### config.mk
export PLATFORM = sky130hd
export DESIGN_NAME = banked_irq_ctrl
export DESIGN_NICKNAME = d
export VERILOG_FILES = /design/src/rtl/bic_pkg.sv /design/src/rtl/bic_enable_bank.sv /design/src/rtl/bic_status.sv /design/src/rtl/bic_readback.sv /design/src/rtl/banked_irq_ctrl.sv
export SDC_FILE = /design/constraint.sdc
export NUM_CORES = 1
export LEC_CHECK = 0
export ABC_AREA = 1
export CAP_MARGIN = 20
export CELL_PAD_IN_SITES_DETAIL_PLACEMENT = 0
export CELL_PAD_IN_SITES_GLOBAL_PLACEMENT = 2
export CORE_ASPECT_RATIO = 1.5
export CORE_MARGIN = 1.5
export CORE_UTILIZATION = 27
export DETAILED_ROUTE_END_ITERATION = 8
export GPL_ROUTABILITY_DRIVEN = 1
export HOLD_SLACK_MARGIN = 0.15
export PLACE_DENSITY = 0.88
export SYNTH_ARGS = -nofsm -noshare
export SYNTH_HDL_FRONTEND = slang
export SYNTH_SLANG_ARGS = --single-unit
### constraint.sdc
create_clock -name clk -period 2.05 [get_ports clk]
set_clock_uncertainty 0.05 [all_clocks]
set_input_delay 0.3075 -clock clk [delete_from_list [all_inputs] [get_ports clk]]
set_output_delay 0.3075 -clock clk [all_outputs]
set_load 0.01 [all_outputs]
### src/rtl/bic_pkg.sv
package bic_pkg;
  localparam int DATA_W  = 32;
  localparam int B0_SRCS = 8;
  localparam int ADDR_W  = 6;

  // register offsets (software-visible, fixed)
  localparam int OFF_PEND0 = 'h00;
  localparam int OFF_PEND1 = 'h04;
  localparam int OFF_PEND2 = 'h08;
  localparam int OFF_EN1   = 'h10;
  localparam int OFF_EN2   = 'h14;
  localparam int OFF_EN0   = 'h18;
  localparam int OFF_DIS1  = 'h1C;
  localparam int OFF_DIS2  = 'h20;
  localparam int OFF_DIS0  = 'h24;

  // bank 0 status layout
  localparam int SUM1_BIT = 8;
  localparam int SUM2_BIT = 9;
  localparam int MIR1_N   = 5;
  localparam int MIR2_N   = 6;
  localparam int MIR1_BASE = 10;
  localparam int MIR2_BASE = MIR1_BASE + MIR1_N;
  localparam int P0_USED  = MIR2_BASE + MIR2_N;

  localparam int MIR1_IDX [MIR1_N] = '{7, 9, 10, 18, 19};
  localparam int MIR2_IDX [MIR2_N] = '{21, 22, 23, 24, 25, 30};

  function automatic logic [DATA_W-1:0] mir1_mask();
    logic [DATA_W-1:0] m = '0;
    for (int k = 0; k < MIR1_N; k++) m[MIR1_IDX[k]] = 1'b1;
    return m;
  endfunction

  function automatic logic [DATA_W-1:0] mir2_mask();
    logic [DATA_W-1:0] m = '0;
    for (int k = 0; k < MIR2_N; k++) m[MIR2_IDX[k]] = 1'b1;
    return m;
  endfunction
endpackage

### src/rtl/bic_enable_bank.sv
module bic_enable_bank
  import bic_pkg::*;
#(
  parameter int AW = ADDR_W,
  parameter logic [DATA_W-1:0] WMASK = '1,
  parameter int EN_OFF = 0,
  parameter int DIS_OFF = 0
) (
  input  logic              clk,
  input  logic              rst,
  input  logic              wr_en,
  input  logic [AW-1:0]     addr,
  input  logic [DATA_W-1:0] wdata,
  output logic [DATA_W-1:0] en_o
);
  localparam logic [AW-1:0] EN_A  = AW'(EN_OFF);
  localparam logic [AW-1:0] DIS_A = AW'(DIS_OFF);

  logic set_hit, clr_hit;
  logic [DATA_W-1:0] wsel;

  assign set_hit = wr_en && (addr == EN_A);
  assign clr_hit = wr_en && (addr == DIS_A);
  assign wsel    = wdata & WMASK;

  always_ff @(posedge clk) begin
    if (rst) en_o <= '0;
    else if (set_hit) en_o <= en_o | wsel;
    else if (clr_hit) en_o <= en_o & ~wsel;
  end

  // write-one-to-enable sets the selected bits
  p_enable_sets_r2: assert property (@(posedge clk) disable iff (rst)
    set_hit |=> ((en_o & $past(wsel)) == $past(wsel)));
  // write-one-to-disable clears the selected bits
  p_disable_clears_r2: assert property (@(posedge clk) disable iff (rst)
    clr_hit |=> ((en_o & $past(wsel)) == '0));
  // bits outside the writable set never change
  p_locked_bits_r7: assert property (@(posedge clk) disable iff (rst)
    (set_hit || clr_hit) |=> ((en_o & ~WMASK) == ($past(en_o) & ~WMASK)));
endmodule

### src/rtl/bic_status.sv
module bic_status
  import bic_pkg::*;
(
  input  logic              clk,
  input  logic              rst,
  input  logic [B0_SRCS-1:0] src0,
  input  logic [DATA_W-1:0] src1,
  input  logic [DATA_W-1:0] src2,
  input  logic [DATA_W-1:0] en0,
  input  logic [DATA_W-1:0] en1,
  input  logic [DATA_W-1:0] en2,
  output logic [DATA_W-1:0] p0,
  output logic [DATA_W-1:0] p1,
  output logic [DATA_W-1:0] p2
);
  localparam logic [DATA_W-1:0] M1 = mir1_mask();
  localparam logic [DATA_W-1:0] M2 = mir2_mask();

  assign p1 = src1 & en1;
  assign p2 = src2 & en2;

  assign p0[B0_SRCS-1:0] = src0 & en0[B0_SRCS-1:0];
  assign p0[SUM1_BIT]    = |(p1 & ~M1);
  assign p0[SUM2_BIT]    = |(p2 & ~M2);

  for (genvar k = 0; k < MIR1_N; k++) begin : g_mir1
    assign p0[MIR1_BASE + k] = p1[MIR1_IDX[k]];
  end
  for (genvar k = 0; k < MIR2_N; k++) begin : g_mir2
    assign p0[MIR2_BASE + k] = p2[MIR2_IDX[k]];
  end

  assign p0[DATA_W-1:P0_USED] = '0;

  // only mirrored bank 1 activity -> no bank 1 summary
  p_mirror_no_sum1_r6: assert property (@(posedge clk) disable iff (rst)
    ((p1 & ~M1) == '0) |-> !p0[SUM1_BIT]);
  // only mirrored bank 2 activity -> no bank 2 summary
  p_mirror_no_sum2_r6: assert property (@(posedge clk) disable iff (rst)
    ((p2 & ~M2) == '0) |-> !p0[SUM2_BIT]);
  // first bank 1 mirror tracks source 7 status
  p_mirror_first_r5: assert property (@(posedge clk) disable iff (rst)
    p0[MIR1_BASE] == p1[MIR1_IDX[0]]);
  // a disabled source never shows in its bank
  p_masked_quiet_r3: assert property (@(posedge clk) disable iff (rst)
    ((p1 & ~en1) == '0) && ((p2 & ~en2) == '0));
endmodule

### src/rtl/bic_readback.sv
module bic_readback
  import bic_pkg::*;
#(
  parameter int AW = ADDR_W
) (
  input  logic              clk,
  input  logic              rst,
  input  logic [AW-1:0]     addr,
  input  logic [DATA_W-1:0] p0,
  input  logic [DATA_W-1:0] p1,
  input  logic [DATA_W-1:0] p2,
  input  logic [DATA_W-1:0] en0,
  input  logic [DATA_W-1:0] en1,
  input  logic [DATA_W-1:0] en2,
  output logic [DATA_W-1:0] rdata
);
  logic [DATA_W-1:0] sel;

  always_comb begin
    sel = '0;
    case (addr)
      AW'(OFF_PEND0): sel = p0;
      AW'(OFF_PEND1): sel = p1;
      AW'(OFF_PEND2): sel = p2;
      AW'(OFF_EN0):   sel = en0;
      AW'(OFF_EN1):   sel = en1;
      AW'(OFF_EN2):   sel = en2;
      default:        sel = '0;
    endcase
  end

  always_ff @(posedge clk) begin
    if (rst) rdata <= '0;
    else     rdata <= sel;
  end
endmodule

### src/rtl/banked_irq_ctrl.sv
module banked_irq_ctrl
  import bic_pkg::*;
(
  input  logic               clk,
  input  logic               rst,
  input  logic               wr_en,
  input  logic [ADDR_W-1:0]  addr,
  input  logic [DATA_W-1:0]  wdata,
  output logic [DATA_W-1:0]  rdata,
  input  logic [B0_SRCS-1:0] src0,
  input  logic [DATA_W-1:0]  src1,
  input  logic [DATA_W-1:0]  src2,
  output logic               irq
);
  localparam logic [DATA_W-1:0] B0_WMASK = DATA_W'((64'd1 << B0_SRCS) - 1);

  logic [DATA_W-1:0] en0, en1, en2, p0, p1, p2;
  logic any_pend;

  bic_enable_bank #(.AW(ADDR_W), .WMASK(B0_WMASK), .EN_OFF(OFF_EN0), .DIS_OFF(OFF_DIS0))
    u_en0 (.clk(clk), .rst(rst), .wr_en(wr_en), .addr(addr), .wdata(wdata), .en_o(en0));
  bic_enable_bank #(.AW(ADDR_W), .WMASK('1), .EN_OFF(OFF_EN1), .DIS_OFF(OFF_DIS1))
    u_en1 (.clk(clk), .rst(rst), .wr_en(wr_en), .addr(addr), .wdata(wdata), .en_o(en1));
  bic_enable_bank #(.AW(ADDR_W), .WMASK('1), .EN_OFF(OFF_EN2), .DIS_OFF(OFF_DIS2))
    u_en2 (.clk(clk), .rst(rst), .wr_en(wr_en), .addr(addr), .wdata(wdata), .en_o(en2));

  bic_status u_status (
    .clk(clk), .rst(rst), .src0(src0), .src1(src1), .src2(src2),
    .en0(en0), .en1(en1), .en2(en2), .p0(p0), .p1(p1), .p2(p2)
  );

  bic_readback #(.AW(ADDR_W)) u_rd (
    .clk(clk), .rst(rst), .addr(addr), .p0(p0), .p1(p1), .p2(p2),
    .en0(en0), .en1(en1), .en2(en2), .rdata(rdata)
  );

  assign any_pend = |p0[P0_USED-1:0];

  always_ff @(posedge clk) begin
    if (rst) irq <= 1'b0;
    else     irq <= any_pend;
  end

  // irq follows the bank 0 status OR one cycle later
  p_irq_follows_r8: assert property (@(posedge clk) disable iff (rst)
    ##1 (irq == $past(any_pend)));
  // nothing pending while no enables exist at all
  p_quiet_when_off_r1: assert property (@(posedge clk) disable iff (rst)
    ((en0 | en1 | en2) == '0) |-> (p0 == '0));
endmodule

# Yosys cells after proc, flatten, opt, wreduce, memory -nomap -nowiden
# Index checks and enable logic that the tools add are counted.
[totals] word_cells=44 reg_bits=129 output_inout_bits=33 in_bits=113
[op_classes] muxes=7 bitwise_logic=11 eq_ne=8 n_reduce_logical=13
[ops] operator="2-to-1 mux 32 bit" n=6
[ops] operator="case mux 32 bit (6 select lines)" n=1
[ops] operator="bitwise AND 32 bit" n=5
[ops] operator="OR reduction 72 bit" n=1
[ops] operator="OR 32 bit" n=2
[ops] operator="NOT 32 bit" n=1
[ops] operator="NOT 8 -> 32 bit" n=1
[ops] operator="OR 32 x 8 -> 32 bit" n=1
[ops] operator="OR reduction 27 bit" n=1
[ops] operator="OR reduction 26 bit" n=1
[ops] operator="== test 6 x 5 -> 1 bit (second input constant)" n=4
[ops] operator="== test 6 bit (second input constant)" n=2
[ops] operator="bitwise AND 8 bit" n=1
[ops] operator="== test 6 x 3 -> 1 bit (second input constant)" n=1
[ops] operator="== test 6 x 4 -> 1 bit (second input constant)" n=1
[ops] operator="logical AND 1 bit" n=6
[ops] operator="zero test 6 bit" n=1
[ops] operator="nonzero test 2 bit" n=3

# Logic depth before layout (Yosys ltp)
# Gate-level depths: netlist (run 1).
[logic_depth] word_depth=4 mapped_depth=9 depth_no_buf=8

# Cells and area by module
# From an unflattened synthesis (run 1), not the netlist that was laid out.
[hier_totals] hier_cells=1284 area_unflattened_um2=7652.3
[modules_own_cells] mod="bic_readback" instances=1 cells_per_inst=491 area_per_inst_um2=2747.6
[modules_own_cells] mod="bic_enable_bank (u_en1)" instances=1 cells_per_inst=288 area_per_inst_um2=1906.8
[modules_own_cells] mod="bic_enable_bank (u_en2)" instances=1 cells_per_inst=185 area_per_inst_um2=1376.3
[modules_own_cells] mod="bic_status" instances=1 cells_per_inst=215 area_per_inst_um2=894.6
[modules_own_cells] mod="bic_enable_bank (u_en0)" instances=1 cells_per_inst=81 area_per_inst_um2=616.8
[modules_own_cells] mod="banked_irq_ctrl" instances=1 cells_per_inst=24 area_per_inst_um2=110.1

# Worst setup path before layout (run 1)
# Ideal clock, no wire load.
[synth_path] path_kind="input -> register" start="in addr[5]" end="reg with a tool-made name" stages=7 setup_slack_ps=716 required_time_ps=1881 path_buffers=1 arrival_ps=1165 path_cell_list="inv_2 -> nand2_1 -> nor2_4 -> nand4_4 -> buf_2 -> a211oi_1 -> nor2_1"
[synth_lines] item="from (decl)" line="banked_irq_ctrl.sv:7" text="input logic [ADDR_W-1:0] addr,"

# Worst setup path in the final report (run 1)
[layout_path] start="in addr[2]" end="reg u_rd.rdata[4]"
[layout_via] elab_chain_len=2 elab_cells_between_ends=7 cone_classes="5 x eq/ne; 1 x mux; 1 x reduce/logical"
[layout_lines] item="== test 6 x 5 -> 1 bit, or another cell as far along" line="bic_readback.sv:21" text="case (addr)"
[layout_lines] item="case mux 32 bit (6 select lines) *" line="bic_readback.sv:21"
[layout_lines] item="to (signal assigned)" line="bic_readback.sv:34" text="else rdata <= sel;"
[layout_lines] item="to (decl)" line="bic_readback.sv:15" text="output logic [DATA_W-1:0] rdata"
# Every way passes the cells marked *; elsewhere a longest branch is shown, timed or not.
# A chain may end at the register's enable or synchronous reset.

==> flow_summary.yaml, run 1 <==
cells_and_area:
  instances_no_fill: 1245
  multi_input_area_mm2: 0.002839
  nets: 1097
  final_common_cell: "nand2_1"
  post-route-cell-area_mm2: 0.007591
  area_growth_pct: 42.59
  regArea_mm2: 0.002102
  layout_common_cells: "243 x nand2_1, 144 x clkdlybuf4s50_1, 140 x nor2_1"
  antennaDiodeCount: 0
  drive_gt1_frac: 0.07381
  n_fill_cell: 2156
drt:
  num_vias: 5830
  viasPerCell: 4.683
  drt_pass1_iterations: 4
  wire_per_inst_um: 16.50
  wl_um: 20540
  drc: 0
  dr.first_iter.drc_count: 355
  ant_nets: 0
timing:
  fin_crit_ns: 1.705
  rsz0062_at_grt: "false"
  hold_viol: 0
  slew_violations: 0
  max_slew_margin: 0.7570
  fmax_ghz: 0.5866
  fin_tns_setup_ns: 0
  tightestPinTransition_ns: 0.3645
  finalCritPeriodShare: 0.8315
  setup_violations: 0
synthesis:
  synth_seq_area_share: 0.3948
  avgSynthCellArea_um2: 6.414
  yosysUniqueCellTypes: 25
  yosysWarningCount: 0
  ys_ff_latch: 105
  synthCells: 830
  synth_nets: 943
  syn_area_mm2: 0.005324
clocking:
  cts_buffers: 9
  post_cts_buffers: 0
  clk_path_buf_depth: 2
  clkLatencyLatePin_ns: 0.35
  cts-root-buf: "clkbuf_16"
  cts_tree: "yes"
  clk_pin_slew_worst_paths_ns: 0.07
  hold_buffers: 0
  post_cts_resized: 0
  h-tree-depth: 3
  cts_sinks: 105
die:
  floorplan.initialDensity: 0.2767
  rows: 62
  dieArea_mm2: 0.02059
  dieWidth_um: 117.7
  core_area_mm2: 0.01924
  chipHeight_um: 175.0
  ios: 146
critical_path:
  critPathRequiredTime_ns: 2.29
  critPathLaunchType: "primary input"
  crit_end: "u_rd.rdata[4]$_SDFF_PP0_"
  criticalPathCategory: "primary input to flip-flop"
  timing.rr.end: "irq$_SDFF_PP0_"
  worstPathArrival_ns: 1.94
  startpoint: "addr[2]"
  crit_path_end_kind: "flip-flop"
  r2r_slack_ns: 0.76
  crit_path_max_fanout: 7
  rr_worst_depth: 8
global_routing:
  grt_max_degree: 45
  grt_first_pass_wirelength_um: 31730
  grt-ovfl-total: 0
  grt_pass1_vias: 5822
  antenna_found_initial: 0
  track_usage: 0.2004
power:
  clkPwrFrac: 0.413
  power.density_mw_per_mm2: 566.0
  ir_drop_mv: 0.3324
  internal-power_uw: 3256
  pwr-share-seq: 0.479
  leakagePower_uw: 0.003030
  power_switching_uw: 1040
  p_comb_frac: 0.108
  swShare: 0.2422
placed_design:
  io_buffers: 145
  post_dp_cell_area_mm2: 0.007289
  hpwl_um: 15740
  dpl.cell_count: 1229
  gp_congestion: 0.8024
hold_path:
  min_path_type: "primary input to flip-flop"
run:
  drv_cap: 0
outcome:
  outcome: "finished, final reports clean"
[layer usage]
metal	vias up	wire length, um	track usage
met1	2658	8188	0.2258
li1	3005	-	-
met5	-	0	0
met4	0	437	0.06504
met2	138	11160	0.3843
met3	29	755	0.02709
[cells by family (layout without fill, tap and decap cells)]
group	Yosys count	in the layout	share of synthesized area
buffers and inverters	91	250	0.07239
AOI/OAI and AO/OA	202	202	0.2040
and+or+nand+nor	432	432	0.3288
DFF	105	105	0.3948
[critical path: stages]
cell,delay [ns]
clkdlybuf4s50_1,0.59
nand2_2,0.16
nor2_2,0.19
nand2_2,0.16
o21ai_0,0.32
nor2_1,0.09
a21oi_1,0.12
[through the flow]
step	utilization	setup slack (ns)	total power (uW)	hold slack [ns]
after floorplan	-	0.7165	2231	0.3990
after global placement	0.3789	0.009994	2573	0.4256
after detailed placement	0.3789	0.008780	2571	0.4255
after CTS	0.3946	0.3734	4344	0.4004
after global routing	0.3946	0.1759	4453	0.4156
final	0.3946	0.3454	4297	0.4123
[final cells by class]
cell class,count,area share
inverter,53,0.02621
tap,256,0.04220
clock buffer,13,0.03692
multi-input combinational,634,0.3740
clock inverter,3,0.002802
sequential,105,0.2769
timing repair buffer,181,0.2410
[power by group through the flow]
stage | logic (uW) | clock network, uW | registers [uW]
6_report | 465 | 1780 | 2060
2_1_floorplan | 128 | 0 | 2100
3_3_place_gp | 468 | 0 | 2100
5_1_grt | 500 | 1900 | 2060
4_1_cts | 469 | 1820 | 2060
3_5_place_dp | 466 | 0 | 2100
[cell usage after synthesis (all sizes together)]
cell type / number / area, um2
nand2: 245 / 924.6
nor2: 153 / 629.3
dfxtp: 105 / 2102
o21ai: 90 / 450.4
a21oi: 75 / 375.4
inv: 53 / 198.9
nor3: 20 / 100.1
buf: 19 / 115.1
clkbuf: 19 / 71.32
a211oi: 12 / 90.09
o211ai: 11 / 82.58
o22ai: 11 / 68.82
nand3: 9 / 50.05
nand4: 5 / 46.29
a31oi: 3 / 18.77
[worst min-delay path by stage]
stage / from / to / slack (ns) / cells past startpoint
3_3_place_gp: flip-flop / flip-flop / 0.43 / 2
3_5_place_dp: flip-flop / u_rd.rdata[21]$_SDFF_PP0_ / 0.43 / 2
5_1_grt: rst / u_rd.rdata[20]$_SDFF_PP0_ / 0.42 / 3
4_1_cts: rst / u_rd.rdata[20]$_SDFF_PP0_ / 0.40 / 3
6_report: rst / u_rd.rdata[15]$_SDFF_PP0_ / 0.41 / 3
2_1_floorplan: flip-flop / u_rd.rdata[21]$_SDFF_PP0_ / 0.40 / 2
Note: power is estimated with default switching activity, not from simulation.
==> inputs of run 2 (changes only) <==
--- a/config.mk
+++ b/config.mk
@@ -11,11 +11,11 @@
 export CELL_PAD_IN_SITES_GLOBAL_PLACEMENT = 2
 export CORE_ASPECT_RATIO = 1.5
 export CORE_MARGIN = 1.5
-export CORE_UTILIZATION = 27
+export CORE_UTILIZATION = 25
 export DETAILED_ROUTE_END_ITERATION = 8
 export GPL_ROUTABILITY_DRIVEN = 1
 export HOLD_SLACK_MARGIN = 0.15
-export PLACE_DENSITY = 0.88
+export PLACE_DENSITY = 0.83
 export SYNTH_ARGS = -nofsm -noshare
 export SYNTH_HDL_FRONTEND = slang
 export SYNTH_SLANG_ARGS = --single-unit
==> constraint.sdc (replaced) <==
create_clock -name clk -period 1.7 [get_ports clk]
set_clock_uncertainty 0.05 [all_clocks]
set_input_delay 0.255 -clock clk [delete_from_list [all_inputs] [get_ports clk]]
set_output_delay 0.255 -clock clk [all_outputs]
set_load 0.01 [all_outputs]
==> flow_summary.yaml, run 2 (synthesis gave the netlist of run 1 again) <==
timing:
  hold_viol: 0
  fmax_ghz: 0.6281
  holdWs_ns: 0.3191
  tightestPinTransition_ns: 0.4005
  max_slew_margin: 0.7330
  fin_crit_ns: 1.592
  setup_violations: 0
  setup_ws_ns: 0.1080
  slew_violations: 0
  finalCritPeriodShare: 0.9365
die:
  chipHeight_um: 181.7
  dieArea_mm2: 0.02220
  ios: 146
  dieWidth_um: 122.2
  floorplan.initialDensity: 0.2537
  core_area_mm2: 0.02098
  rows: 65
cells_and_area:
  drive_gt1_frac: 0.08847
  area_growth_pct: 46.56
  n_fill_cell: 2283
  layout_common_cells: "243 x nand2_1, 143 x clkdlybuf4s50_1, 139 x nor2_1"
  post-route-cell-area_mm2: 0.007802
  nets: 1116
  regArea_mm2: 0.002102
  antennaDiodeCount: 0
  multi_input_area_mm2: 0.002846
  final_common_cell: "nand2_1"
  fin_util: 0.3719
placed_design:
  io_buffers: 145
  post_dp_cell_area_mm2: 0.007485
  dpl_worst_slack_ns: -0.3417
  gp_congestion: 0.8036
  hpwl_um: 16020
clocking:
  cts_tree: "yes"
  cts_buffers: 9
  clk_path_buf_depth: 2
  cts_sinks: 105
  clkLatencyLatePin_ns: 0.36
  h-tree-depth: 3
  clk_pin_slew_worst_paths_ns: 0.07
  cts-root-buf: "clkbuf_16"
critical_path:
  cp_slowest_cell: "clkdlybuf4s50_1"
  max_stage_delay_ns: 0.56
  critPathRequiredTime_ns: 1.39
  critPathLaunchType: "flip-flop"
  crit_path_max_fanout: 1
  critical_path.top_delay_family: "buffers and inverters"
  critical_path_buf_inv_count: 1
  worstPathArrival_ns: 1.29
  crit_path_end_kind: "output pin"
  crit_chain: "clkdlybuf4s50_1"
  criticalPathCategory: "flip-flop to output pin"
drt:
  wl_um: 21390
  viasPerCell: 4.617
  num_vias: 5882
  drc: 0
  dr.first_iter.drc_count: 341
  drt_pass1_iterations: 5
  wire_per_inst_um: 16.79
  ant_nets: 0
global_routing:
  grt-ovfl-total: 0
  grt_first_pass_wirelength_um: 32030
  track_usage: 0.1949
  antenna_found_initial: 0
  grt_max_degree: 56
  grt_pass1_vias: 5674
outcome:
  outcome: "finished, final reports clean"
power:
  leakagePower_uw: 0.003138
  totalPowerFinal_uw: 5316
  ir_drop_mv: 0.4093
  power.density_mw_per_mm2: 681.4
hold_path:
  min_path_type: "primary input to flip-flop"
run:
  drv_cap: 0
-- run 2: worst paths after layout --
kind              slack [ns]                       from  cells past startpoint                   endpoint
hold reg to reg         0.43                  flip-flop                      2  u_rd.rdata[28]$_SDFF_PP0_
hold / removal          0.32                        rst                      3  u_rd.rdata[20]$_SDFF_PP0_
setup / recovery        0.11  u_rd.rdata[22]$_SDFF_PP0_                      1                  rdata[22]
setup reg to reg        0.38                  flip-flop                      8             irq$_SDFF_PP0_
-- run 2: routing by layer --
layer / routed length [um] / GRT usage / part of all wire
met1: 8445 / 0.2166 / 0.39
met2: 11540 / 0.3652 / 0.54
met3: 846 / 0.02638 / 0.040
met4: 554 / 0.07907 / 0.026
met5: 0 / 0 / 0
-- run 2: repair_timing --
action	4_1_cts	5_1_grt
setup buffers	0	0
resized for setup	0	8
setup endpoints to repair	0	45
hold buffers	0	0
-- run 2: report_power, final --
group	internal [uW]	leakage, uW	switching (uW)
clock network	1280	0.000142	971
logic	312	0.00215	277
registers	2470	0.000846	8.42
-- run 2: layout make-up --
type                            instances  area share
Tap cell                              268     0.04298
Timing Repair Buffer                  200      0.2588
Multi-Input combinational cell        634      0.3648
Clock buffer                           11     0.02983
Inverter                               53     0.02550
Clock inverter                          3    0.008659
Sequential cell                       105      0.2694
-- run 2: through the flow --
stage | TNS (ns) | instances
5_1_grt | -0.03434 | 1274
2_1_floorplan | 0 | 830
4_1_cts | 0 | 1274
3_3_place_gp | -21.34 | 1260
6_report | 0 | 1274
3_5_place_dp | -23.51 | 1260
==> inputs of run 3 (changes only) <==
--- a/config.mk
+++ b/config.mk
@@ -14,6 +14,7 @@
 export CORE_UTILIZATION = 25
 export DETAILED_ROUTE_END_ITERATION = 8
 export GPL_ROUTABILITY_DRIVEN = 1
+export GPL_TIMING_DRIVEN = 0
 export HOLD_SLACK_MARGIN = 0.15
 export PLACE_DENSITY = 0.83
 export SYNTH_ARGS = -nofsm -noshare
==> flow_summary.yaml, run 3 (synthesis gave the netlist of run 1 again) <==
timing:
  tightestPinTransition_ns: 0.7030
  fmax_ghz: 0.6375
  fin_crit_ns: 1.569
  setup_violations: 0
  slew_violations: 0
  hold_viol: 0
  finalCritPeriodShare: 0.9227
  setup_ws_ns: 0.1315
  rsz0062_at_grt: "false"
  max_slew_margin: 0.5314
placed_design:
  hpwl_um: 17710
  gp_congestion: 0.8517
  io_buffers: 145
  dpl_worst_slack_ns: -0.7129
cells_and_area:
  n_fill_cell: 2295
  drive_gt1_frac: 0.09514
  fin_util: 0.3726
  final_common_cell: "nand2_1"
  multi_input_area_mm2: 0.002932
  antennaDiodeCount: 0
  layout_common_cells: "237 x nand2_1, 139 x nor2_1, 138 x clkdlybuf4s50_1"
  area_growth_pct: 46.84
  nets: 1117
  regArea_mm2: 0.002102
critical_path:
  startpoint: "u_rd.rdata[22]$_SDFF_PP0_"
  crit_path_max_fanout: 1
  worst-path-stages: 1
  r2r_slack_ns: 0.33
  crit_end: "rdata[22]"
  rr_worst_depth: 8
  max_stage_delay_ns: 0.55
  cp_slowest_cell: "clkdlybuf4s50_1"
  critical_path_buf_inv_count: 1
  critPathLaunchType: "flip-flop"
  criticalPathCategory: "flip-flop to output pin"
  crit_chain: "clkdlybuf4s50_1"
  critical_path.top_delay_family: "buffers and inverters"
  critPathRequiredTime_ns: 1.39
  crit_path_end_kind: "output pin"
  worstPathArrival_ns: 1.26
  timing.rr.end: "irq$_SDFF_PP0_"
clocking:
  clkLatencyLatePin_ns: 0.37
  cts-root-buf: "clkbuf_16"
  hold_buffers: 0
  clk_path_buf_depth: 2
  cts_sinks: 105
  clk_pin_slew_worst_paths_ns: 0.07
  cts_buffers: 9
  h-tree-depth: 3
  cts_tree: "yes"
global_routing:
  track_usage: 0.2148
  grt_pass1_vias: 5998
  grt_first_pass_wirelength_um: 34930
  antenna_found_initial: 0
  grt-ovfl-total: 0
  grt_max_degree: 18
power:
  internal-power_uw: 4154
  power.density_mw_per_mm2: 706.9
  pwr-share-seq: 0.449
  swShare: 0.2482
  p_comb_frac: 0.110
  clkPwrFrac: 0.441
  ir_drop_mv: 0.4689
  leakagePower_uw: 0.003172
  power_switching_uw: 1371
hold_path:
  min_path_type: "primary input to flip-flop"
die:
  ios: 146
  dieWidth_um: 122.2
  rows: 65
  chipHeight_um: 181.7
  core_area_mm2: 0.02098
  dieArea_mm2: 0.02220
  floorplan.initialDensity: 0.2537
run:
  drv_cap: 0
drt:
  dr.first_iter.drc_count: 450
  ant_nets: 0
  drc: 0
  wire_per_inst_um: 18.72
  viasPerCell: 4.779
  drt_pass1_iterations: 7
  wl_um: 23910
  num_vias: 6103
outcome:
  outcome: "finished, final reports clean"
## run 3: cell count changes in the layout (fill, tap and decap cells not counted), sizes merged
| cell | before | now |
|---|---|---|
| nand4 | 5 | 6 |
| clkdlybuf4s15 | 0 | 1 |
| buf | 56 | 36 |
| clkbuf | 11 | 30 |
| inv | 53 | 55 |
| dlygate4sd2 | 0 | 1 |
| clkdlybuf4s50 | 143 | 138 |
| dlymetal6s2s | 1 | 5 |
## run 3: power groups by stage
| stage | clock [uW] | sequential (uW) | combinational (uW) |
|---|---|---|---|
| after CTS | 2470 | 2480 | 587 |
| after floorplan | 0 | 2540 | 155 |
| after detailed placement | 0 | 2540 | 570 |
| after global routing | 2540 | 2480 | 652 |
| final | 2440 | 2480 | 611 |
| after global placement | 0 | 2540 | 573 |
## run 3: worst min-delay path by stage
| stage | end | slack, ns | start | cells past startpoint |
|---|---|---|---|---|
| floorplan | flip-flop | 0.35 | wr_en | 2 |
| global placement | flip-flop | 0.43 | flip-flop | 2 |
| detailed placement | u_rd.rdata[24]$_SDFF_PP0_ | 0.43 | flip-flop | 2 |
| CTS | flip-flop | 0.41 | wdata[30] | 3 |
| global route | flip-flop | 0.44 | wdata[15] | 3 |
| finish | flip-flop | 0.42 | wdata[20] | 3 |
## run 3: stage by stage
stage / area [um2] / power [uW] / setup TNS, ns / hold WS (ns) / cells
floorplan: 5324 / 2691 / 0 / 0.3483 / 830
global placement: 7111 / 3110 / -54.05 / 0.4261 / 1243
detailed placement: 7111 / 3107 / -55.22 / 0.4299 / 1243
CTS: 7601 / 5536 / -0.5038 / 0.4134 / 1262
global route: 7818 / 5670 / 0 / 0.4393 / 1277
finish: 7818 / 5526 / 0 / 0.4172 / 1277
## run 3: layout make-up
cell class,instances,area share
plain buffers,38,0.03697
clock buffers,11,0.03233
clock inverters,5,0.01088
inverters,53,0.02577
multi-input cells,635,0.3750
flip-flops and latches,105,0.2689
well taps,268,0.04289
repair buffers,162,0.2073
## run 3: per-layer routing
layer / vias up / GRT usage / share of wire
li1: 3046 / - / -
met1: 2819 / 0.2475 / 0.40
met2: 191 / 0.3991 / 0.53
met3: 47 / 0.02450 / 0.039
met4: 0 / 0.07953 / 0.030
met5: - / 0 / 0
## run 3: timing repair
item                       in CTS  in global routing
setup buffers                   3                 13
cloned                          0                  2
pin swaps                       3                  8
resized for setup              44                 32
setup endpoints to repair     102                101
